`src/rtl/aux_pre_pkg.sv`:
```
package aux_pre_pkg;
  localparam int BASE_ZEROS = 26;
  localparam int MAX_ZEROS  = 32;
  localparam int MARK_HALVES = 8;

  typedef enum logic [1:0] {
    PH_IDLE = 2'd0,
    PH_ZERO = 2'd1,
    PH_MARK = 2'd2
  } phase_t;
endpackage

```
`src/rtl/aux_pre_budget.sv`:
```
module aux_pre_budget #(
  parameter int FW   = 4,
  parameter int BASE = 26,
  parameter int MAX  = 32,
  localparam int CW  = $clog2(BASE + 2 * ((1 << FW) - 1) + 1),
  localparam int ZW  = $clog2(MAX + 1)
) (
  input  logic [FW-1:0] extra,
  output logic [ZW-1:0] zcount,
  output logic          over
);
  logic [CW-1:0] raw;

  always_comb begin
    raw    = CW'(BASE) + CW'({extra, 1'b0});
    over   = raw > CW'(MAX);
    zcount = over ? ZW'(MAX) : ZW'(raw);
  end
endmodule

```
`src/rtl/aux_pre_seq.sv`:
```
module aux_pre_seq
  import aux_pre_pkg::*;
#(
  parameter int MAX    = 32,
  parameter int MARKS  = 8,
  localparam int ZW    = $clog2(MAX + 1),
  localparam int HW    = $clog2(2 * MAX)
) (
  input  logic          clk,
  input  logic          rst_n,
  input  logic          start,
  input  logic          tick,
  input  logic [ZW-1:0] zcount,
  output phase_t        phase,
  output logic [HW-1:0] hcnt,
  output logic          done
);
  logic [HW-1:0] lim;
  logic          zero_last;
  logic          mark_last;

  assign zero_last = (hcnt == lim);
  assign mark_last = (hcnt == HW'(MARKS - 1));

  always_ff @(posedge clk or negedge rst_n) begin
    if (!rst_n) begin
      phase <= PH_IDLE;
      hcnt  <= '0;
      lim   <= '0;
      done  <= 1'b0;
    end else begin
      done <= 1'b0;
      unique case (phase)
        PH_IDLE: begin
          if (start) begin
            phase <= PH_ZERO;
            hcnt  <= '0;
            lim   <= HW'({zcount, 1'b0} - (ZW + 1)'(1));
          end
        end
        PH_ZERO: begin
          if (tick) begin
            if (zero_last) begin
              phase <= PH_MARK;
              hcnt  <= '0;
            end else begin
              hcnt <= hcnt + HW'(1);
            end
          end
        end
        PH_MARK: begin
          if (tick) begin
            if (mark_last) begin
              phase <= PH_IDLE;
              hcnt  <= '0;
              done  <= 1'b1;
            end else begin
              hcnt <= hcnt + HW'(1);
            end
          end
        end
        default: phase <= PH_IDLE;
      endcase
    end
  end
endmodule

```
`src/rtl/aux_pre_enc.sv`:
```
module aux_pre_enc
  import aux_pre_pkg::*;
#(
  parameter int HW    = 6,
  parameter int MARKS = 8
) (
  input  phase_t        phase,
  input  logic [HW-1:0] hcnt,
  output logic          line,
  output logic          oe
);
  localparam int HIGH_HALVES = MARKS / 2;

  always_comb begin
    oe   = (phase != PH_IDLE);
    line = 1'b0;
    unique case (phase)
      PH_ZERO: line = hcnt[0];
      PH_MARK: line = (hcnt < HW'(HIGH_HALVES));
      default: line = 1'b0;
    endcase
  end
endmodule

```
`src/rtl/aux_preamble_gen.sv`:
```
module aux_preamble_gen
  import aux_pre_pkg::*;
#(
  parameter int FW   = 4,
  parameter int BASE = BASE_ZEROS,
  parameter int MAX  = MAX_ZEROS
) (
  input  logic          clk,
  input  logic          rst_n,
  input  logic          half_tick,
  input  logic          start,
  input  logic [FW-1:0] extra_pc,
  output logic          line_out,
  output logic          line_oe,
  output logic          done,
  output logic          cfg_err
);
  localparam int ZW = $clog2(MAX + 1);
  localparam int HW = $clog2(2 * MAX);

  logic [ZW-1:0] zcount;
  phase_t        phase;
  logic [HW-1:0] hcnt;

  aux_pre_budget #(.FW(FW), .BASE(BASE), .MAX(MAX)) budget_i (
    .extra  (extra_pc),
    .zcount (zcount),
    .over   (cfg_err)
  );

  aux_pre_seq #(.MAX(MAX), .MARKS(MARK_HALVES)) seq_i (
    .clk    (clk),
    .rst_n  (rst_n),
    .start  (start),
    .tick   (half_tick),
    .zcount (zcount),
    .phase  (phase),
    .hcnt   (hcnt),
    .done   (done)
  );

  aux_pre_enc #(.HW(HW), .MARKS(MARK_HALVES)) enc_i (
    .phase (phase),
    .hcnt  (hcnt),
    .line  (line_out),
    .oe    (line_oe)
  );
endmodule

```
`config.mk`:
```
export PLATFORM = sky130hd
export DESIGN_NAME = aux_preamble_gen
export DESIGN_NICKNAME = d
export VERILOG_FILES = /design/src/rtl/aux_pre_pkg.sv /design/src/rtl/aux_pre_budget.sv /design/src/rtl/aux_pre_seq.sv /design/src/rtl/aux_pre_enc.sv /design/src/rtl/aux_preamble_gen.sv
export SDC_FILE = /design/constraint.sdc
export NUM_CORES = 1
export LEC_CHECK = 0
export BUFFER_PORTS_ARGS = -buffer_cell sky130_fd_sc_hd__buf_2
export CORE_ASPECT_RATIO = 0.9
export CORE_MARGIN = 2
export CORE_UTILIZATION = 41
export CTS_CLUSTER_DIAMETER = 150
export DETAILED_ROUTE_END_ITERATION = 10
export PLACE_DENSITY = 0.62
export SLEW_MARGIN = 15
export SYNTH_ARGS = -nofsm -noshare
export SYNTH_HDL_FRONTEND = slang
export SYNTH_SLANG_ARGS = --single-unit
export TNS_END_PERCENT = 10
```
`constraint.sdc`:
```
create_clock -name clk -period 3.17 [get_ports clk]
set_clock_uncertainty 0.2 [all_clocks]
set_input_delay 0.634 -clock clk [delete_from_list [all_inputs] [get_ports clk]]
set_output_delay 0.634 -clock clk [all_outputs]
set_load 0.05 [all_outputs]
```
# Word level (Yosys, flattened, before mapping)
# Index checks and enable logic that the tools add are counted.
[totals]
output_inout_bits = 4
inputBits = 8
latch_bits = 0
reg_bits = 15
mem_bits_rw = 0
mem_bits_ro = 0
mem_count = 0
elab_cells = 41
[op_classes]
n_bitwise = 0
eq_ne = 9
div = 0
reduce_logical = 6
order_cmp = 2
mul = 0
n_addsub = 3
shift = 0
muxes = 17
[ops]
columns = ["op", "n"]
rows = [
  ["$mux 6", 5],
  ["$pmux 6 s3", 1],
  ["$mux 2", 5],
  ["$ne 2x2->1 const B", 5],
  ["$add 5x5->6 const A", 1],
  ["$add 6x1->6 const B", 1],
  ["$eq 6x3->1 const B", 1],
  ["$eq 6x6->1", 1],
  ["$gt 6x6->1 const B", 1],
  ["$lt 6x3->1 const B", 1],
  ["$pmux 2 s3", 1],
  ["$sub 6x1->6 const B", 1],
  ["$mux 5", 1],
  ["$reduce_and 5->1", 1],
  ["$reduce_and 4->1", 1],
  ["$mux 1", 3],
  ["$reduce_bool 3->1", 1],
  ["$eq 2x1->1 const B", 1],
  ["$eq 2x2->1 const B", 1],
  ["$logic_not 2->1", 1],
  ["$pmux 1 s2", 1],
  ["$reduce_and 2->1", 1],
  ["$reduce_bool 2->1", 1],
]

# Logic depth before layout (Yosys ltp)
# Gate-level depths: netlist of the first run.
[logic_depth]
depth_word = 4
ltp_mapped = 7
depth_no_buf = 7

# Hierarchy
# From an unflattened synthesis of the first run, not the netlist that was laid out.
[unflattened]
hier_cells = 116
area_unflattened_um2 = 1068.5
[modules_own_cells]
columns = ["mod", "seq_area_each_um2", "cells_per_inst", "instances", "area_each_um2"]
rows = [
  ["aux_pre_seq", 375.4, 95, 1, 904.6],
  ["aux_pre_budget", 0.0, 12, 1, 86.3],
  ["aux_pre_enc", 0.0, 9, 1, 77.6],
]

# Least setup slack after synthesis of the first run
# No wires, ideal clock.
[synth_timing]
kind = "register -> output"
from = "register seq_i.hcnt[4]"
to = "output line_out"
path_stages_with_launch = 5
path_slack_ns = 1.005
arrival_time_ns = 1.331
required_ns = 2.336
n_path_buf = 0
path_cell_list = "dfrtp_1 > nor3_1 > nand2_1 > o21ai_0 > and2_1"
[synth_via]
elab_chain_len = 2
[synth_lines]
columns = ["item", "line", "rtl"]
rows = [
  ["from (decl)", "aux_pre_seq.sv:15", "output logic [HW-1:0] hcnt,"],
  ["from (signal assigned)", "aux_pre_seq.sv:47", "hcnt <= hcnt + HW'(1);"],
  ["from (signal assigned)", "aux_pre_seq.sv:58", "hcnt <= hcnt + HW'(1);"],
  ["$lt 6x3->1", "aux_pre_enc.sv:19", "PH_MARK: line = (hcnt < HW'(HIGH_HALVES));"],
  ["$pmux 1 s2", "aux_pre_enc.sv:17", "unique case (phase)"],
  ["to (decl)", "aux_preamble_gen.sv:13", "output logic line_out,"],
]
# No other way between the ends.

# Worst setup path after layout of the first run
# Ends and elaborated chain as after synthesis.

==> results.cfg, run 1 <==
[status]
status = finished, final reports clean

[cells_and_area]
fin_nets = 128
final_cell_mix = dfrtp_1, nand2_1, buf_2
layout_commonest_cell = dfrtp_1
area_growth_pct = 13.53
fillerInstances = 220
instances_no_fill = 138
antenna-diode-count = 0
fin_area_um2 = 1018
layout-drive-gt1-share_pct = 16.22

[pwr]
combPwrFrac_pct = 53.2
powerDensity_nw_per_um2 = 846.6
p_sw_mw = 0.3857
p_seq_share_pct = 31.1
clkPwrFrac_pct = 15.7
p_leak_nw = 0.4891
swShare_pct = 44.73
ir_worst_vdd_uv = 509.0
internal-power_mw = 0.4765

[synthesis]
synth_compound_area_share_pct = 16.32
synth_edf_count = 0
netlist_area_um2 = 897.1
synth_cells = 97
syn_area_per_cell_um2 = 9.249
synth.area.mux_share_pct = 4.603
yosys-top-cells-area = dfrtp_1, ha_1, nand2_1, xnor2_1, nand3_1
synth_cell_type_count = 31
synth-simple-area-share_pct = 19.67
synthAdderAreaFrac_pct = 11.16
syn_nets = 113
async_flop_share_pct = 100.0
synth_top_family_by_area = simple AND/OR/NAND/NOR gates
synth-xor-area-share_pct = 5.858
yosysSeqAreaShare_pct = 39.05
yosysWarnings = 0
synth_area_leader_cell = dfrtp_1
ys.flop_type = dfrtp_1
synth_top_area_share_pct = 39.05
synth_seq_cells = 14

[timing]
final-setup-viol-count = 0
slew_headroom_pct = 53.69
hold_viol_final = 0
fin_crit_ns = 2.572
max_freq_mhz = 388.8
slew_violations = 0
tightestPinTransition_ns = 0.6947
fin_crit_sh_pct = 81.14
setup-tns-final_ns = 0
rsz0062_at_grt = false

[global_routing]
grt_overflow = 0
grt_max_degree = 15
grt_util_met2_pct = 23.25
grt_pass1_wl_um = 3160
grt_use_met3_pct = 5.556
grt_usage_pct = 16.64
antenna_found_initial = 0
grtUsageMet1_pct = 24.65
grt_pass1_vias = 703
grt_busiest_layer = met1

[clocking]
clock-sinks = 14
cts_setup_buffers = 0
h-tree-depth = 1
clk_pin_slew_ns = 0.10
cts_tree = built
hold_buffers = 0
cts-root-buf = clkbuf_4
numCtsBuffers = 3
clk_latency_ns = 0.29
cts-resized-gates = 0
clockBufferDepth = 2

[die]
die_w_um = 53.31
start_util_pct = 42.28
ios = 12
rows = 16
core-area_um2 = 2122
design.die.area_um2 = 2579
die_h_um = 48.38

[critical_path]
r2r_cells = 7
path_max_fanout = 6
start_kind = flip-flop
rr_startpoint = seq_i.phase[1]$_DFFE_PN0P_
crit_path_end_kind = primary output
crit_slowest_cell = dfrtp_1
max_stage_delay_ns = 0.45
cp_cell_sequence = nor3_1 > nand2_1 > o21ai_0 > and2_1 > buf_2
crit_type = reg2out
r2r_setup_slack_ns = 0.99
required_ns = 2.34
arrival_ns = 1.74
critical_path.reg2reg.endpoint = seq_i.hcnt[2]$_DFFE_PN0P_

[place]
gp_congestion = 0.7200
dp_hpwl_um = 1379
place_inst = 134
dpl_cell_area_um2 = 982.2
portBuffers = 11

[detailed_routing]
drt-initial-drc-count = 16
dr.pass1.iters = 4
drc = 0
via_per_inst = 5.478
routed_wl_um = 1828
wire_per_inst_um = 13.25
via_count = 756
ant_nets = 0

[min_path]
hp-class = in2async

[job]
drv_cap = 0
[final cells by class]
cell class	instances	area [um2]	area share [%]
flip-flops and latches	14	350.3	34.40
multi-input cells	75	516.7	50.74
well taps	27	33.78	3.317
clock buffers	4	36.28	3.563
repair buffers	11	55.05	5.405
inverters	7	26.28	2.580
[flip-flops by register name, indices dropped and copies added, names as in the netlist]
register,count
seq_i.done,1
seq_i.hcnt,6
seq_i.lim,5
seq_i.phase,2
[critical path, delay by kind of cell (launching register included)]
| kind | cells | cell delay, ns |
|---|---|---|
| flops | 1 | 0.45 |
| buf+inv | 1 | 0.25 |
| simple gates | 3 | 0.59 |
| compound gates | 1 | 0.15 |
[per-layer routing]
layer,vias to the layer above,part of all wire [%]
met5,-,0
met4,0,0.71
met3,2,6.1
met2,23,45
met1,356,48
li1,375,-
[synthesized netlist by cell type (all sizes together) (2+ instances only)]
cell type / count
a21oi: 2
xor2: 2
o221ai: 2
a31oi: 2
a21o: 2
nand3: 6
nor3: 3
o21ai: 5
and3: 2
inv: 7
nand4: 2
xnor2: 4
ha: 8
nand2: 13
nor2: 5
o22ai: 2
mux2: 3
dfrtp: 14
nand2b: 2
[worst max-delay path by stage]
stage / startpoint / end / slack (ns)
CTS: seq_i.hcnt[4]$_DFFE_PN0P_ / line_out / 0.63
global placement: seq_i.hcnt[4]$_DFFE_PN0P_ / line_out / 0.99
global route: seq_i.hcnt[4]$_DFFE_PN0P_ / line_out / 0.44
detailed placement: seq_i.hcnt[4]$_DFFE_PN0P_ / line_out / 0.95
floorplan: seq_i.hcnt[4]$_DFFE_PN0P_ / line_out / 1.01
finish: seq_i.hcnt[4]$_DFFE_PN0P_ / line_out / 0.60
[metrics by stage]
step	power [mW]	setup WS [ns]	util (%)	hold WS, ns
6_report	0.8623	0.5978	48.00	0.01593
5_1_grt	0.9340	0.4433	48.00	0.02491
4_1_cts	0.8641	0.6313	48.00	0.02911
3_5_place_dp	0.7281	0.9534	46.29	0.2763
3_3_place_gp	0.7199	0.9916	46.29	0.2705
2_1_floorplan	0.6270	1.005	-	0.1384
[cell families after synthesis]
group	after synthesis
compound gates	21
xor+xnor	6
fa+ha+maj	8
buf+inv	8
flops	14
mux	3
simple gates	37
[power by group through the flow]
stage	clock [mW]	combinational (mW)	sequential, mW
floorplan	0	0.367	0.260
global placement	0	0.449	0.271
detailed placement	0	0.455	0.273
CTS	0.137	0.458	0.269
global route	0.147	0.510	0.276
finish	0.136	0.459	0.268
(Power assumes the default switching activity.)
==> run 2: changes to the inputs <==
==> constraint.sdc (replaced) <==
create_clock -name clk -period 2.53 [get_ports clk]
set_clock_uncertainty 0.2 [all_clocks]
set_input_delay 0.506 -clock clk [delete_from_list [all_inputs] [get_ports clk]]
set_output_delay 0.506 -clock clk [all_outputs]
set_load 0.05 [all_outputs]
==> run 2 against run 1 <==
Against the previous run: total power grew 25%; flip-flop and latch count is the same; setup slack lost 0.42 ns; via count shrank 3.6%; first-iteration DRC count is the same; non-clock buffer count grew 1; sequential power grew 27%; count of clock-buffer cells in the layout is the same; routed wire length shrank 0.98%; critical path depth grew 1; final area grew 2.0%.
==> results.cfg, run 2 (same netlist as run 1, synthesis figures left out) <==
[timing]
rsz0062_at_grt = false
fin_ws_ns = 0.1816
setup-tns-final_ns = 0
slew_violations = 0
hold_viol_final = 0
max_freq_mhz = 425.8
tightestPinTransition_ns = 0.6470
fin_crit_sh_pct = 92.82
final-setup-viol-count = 0
slew_headroom_pct = 56.87
whs_ns = 0.2763
fin_crit_ns = 2.348

[global_routing]
grt_pass1_vias = 684
grt_max_degree = 15
antenna_found_initial = 0
grt_usage_pct = 16.34
grt_overflow = 0
grt_pass1_wl_um = 3105

[place]
dpl_cell_area_um2 = 982.2
portBuffers = 11
post-place-ws_ns = 0.4108
place_inst = 134
gp_congestion = 0.8345
dp_hpwl_um = 1337

[cells_and_area]
final_cell_mix = dfrtp_1, nand2_1, buf_2
layout-drive-gt1-share_pct = 17.86
fin_area_um2 = 1039
fillerInstances = 211
area_growth_pct = 15.76
antenna-diode-count = 0
fin_nets = 129
finalCoreUtilization_pct = 48.94
top_register = seq_i.hcnt
layout_commonest_cell = dfrtp_1
largest_registers = seq_i.hcnt (6), seq_i.lim (5), seq_i.phase (2)
largest_reg_flops = 6
instances_no_fill = 139

[die]
ios = 12
core-area_um2 = 2122
die_w_um = 53.31
rows = 16
start_util_pct = 42.28
design.die.area_um2 = 2579
die_h_um = 48.38

[critical_path]
required_ns = 1.82
r2r_setup_slack_ns = 0.42
crit_path_end_kind = primary output
crit_type = reg2out
critPathLaunch = seq_i.phase[0]$_DFFE_PN0P_
rr_startpoint = seq_i.phase[0]$_DFFE_PN0P_
start_kind = flip-flop
path_max_fanout = 5
r2r_cells = 7
arrival_ns = 1.64

[detailed_routing]
wire_per_inst_um = 13.02
drc = 0
dr.pass1.iters = 4
ant_nets = 0
routed_wl_um = 1810
drt-initial-drc-count = 16
via_count = 729
via_per_inst = 5.245

[clocking]
cts-root-buf = clkbuf_4
cts_tree = built
clk_latency_ns = 0.28
cts_setup_buffers = 0
clockBufferDepth = 2
numCtsBuffers = 3
clock-sinks = 14
h-tree-depth = 1
clk_pin_slew_ns = 0.09

[pwr]
powerDensity_nw_per_um2 = 1037
total_power_mw = 1.077
p_leak_nw = 0.4922
ir_worst_vdd_uv = 502.2

[min_path]
hp-start = half_tick
hold_depth = 3
hp-class = in2reg

[status]
status = finished, final reports clean

[job]
drv_cap = 0
==> run 2: worst max-delay path: stages, from the launching register on <==
cell,delay [ns]
dfrtp_1,0.43
inv_1,0.14
ha_2,0.23
nand2_1,0.08
o21ai_0,0.13
and2_1,0.14
clkbuf_4,0.22
==> run 2: final timing paths <==
path | endpoint
worst max-delay path | line_out
worst min-delay path | seq_i.done$_DFF_PN0_
worst max register to register | seq_i.hcnt[4]$_DFFE_PN0P_
worst min register to register | seq_i.lim[1]$_DFFE_PN0P_
max in group asynchronous | seq_i.hcnt[5]$_DFFE_PN0P_
min in group asynchronous | seq_i.phase[1]$_DFFE_PN0P_
==> run 2: routing by layer <==
metal  GRT usage, %  vias to the layer above  part of all wire, %
met4          3.846                        0                 0.66
met5              0                        -                    0
met3          6.481                        2                  4.4
met2          23.05                       17                   44
li1               -                      375                    -
met1          23.37                      335                   51
==> run 2: repair_timing <==
action / 4_1_cts / 5_1_grt
setup endpoints to repair: 0 / 1
endpoints found under the hold margin: 14 / 0
hold buffers: 1 / 0
gates resized for setup: 0 / 3
==> run 2: where the power goes <==
group	switching (mW)	internal (mW)
Sequential	0.0599	0.281
Clock	0.0748	0.0876
Combinational	0.338	0.235
Total	0.473	0.604
==> run 2: layout make-up <==
| type | instances | area [um2] | share of cell area (%) |
|---|---|---|---|
| repair buffers | 12 | 67.56 | 6.506 |
| well taps | 27 | 33.78 | 3.253 |
| multi-input cells | 75 | 524.3 | 50.48 |
| clock buffers | 4 | 36.28 | 3.494 |
| flip-flops and latches | 14 | 350.3 | 33.73 |
| inverters | 7 | 26.28 | 2.530 |
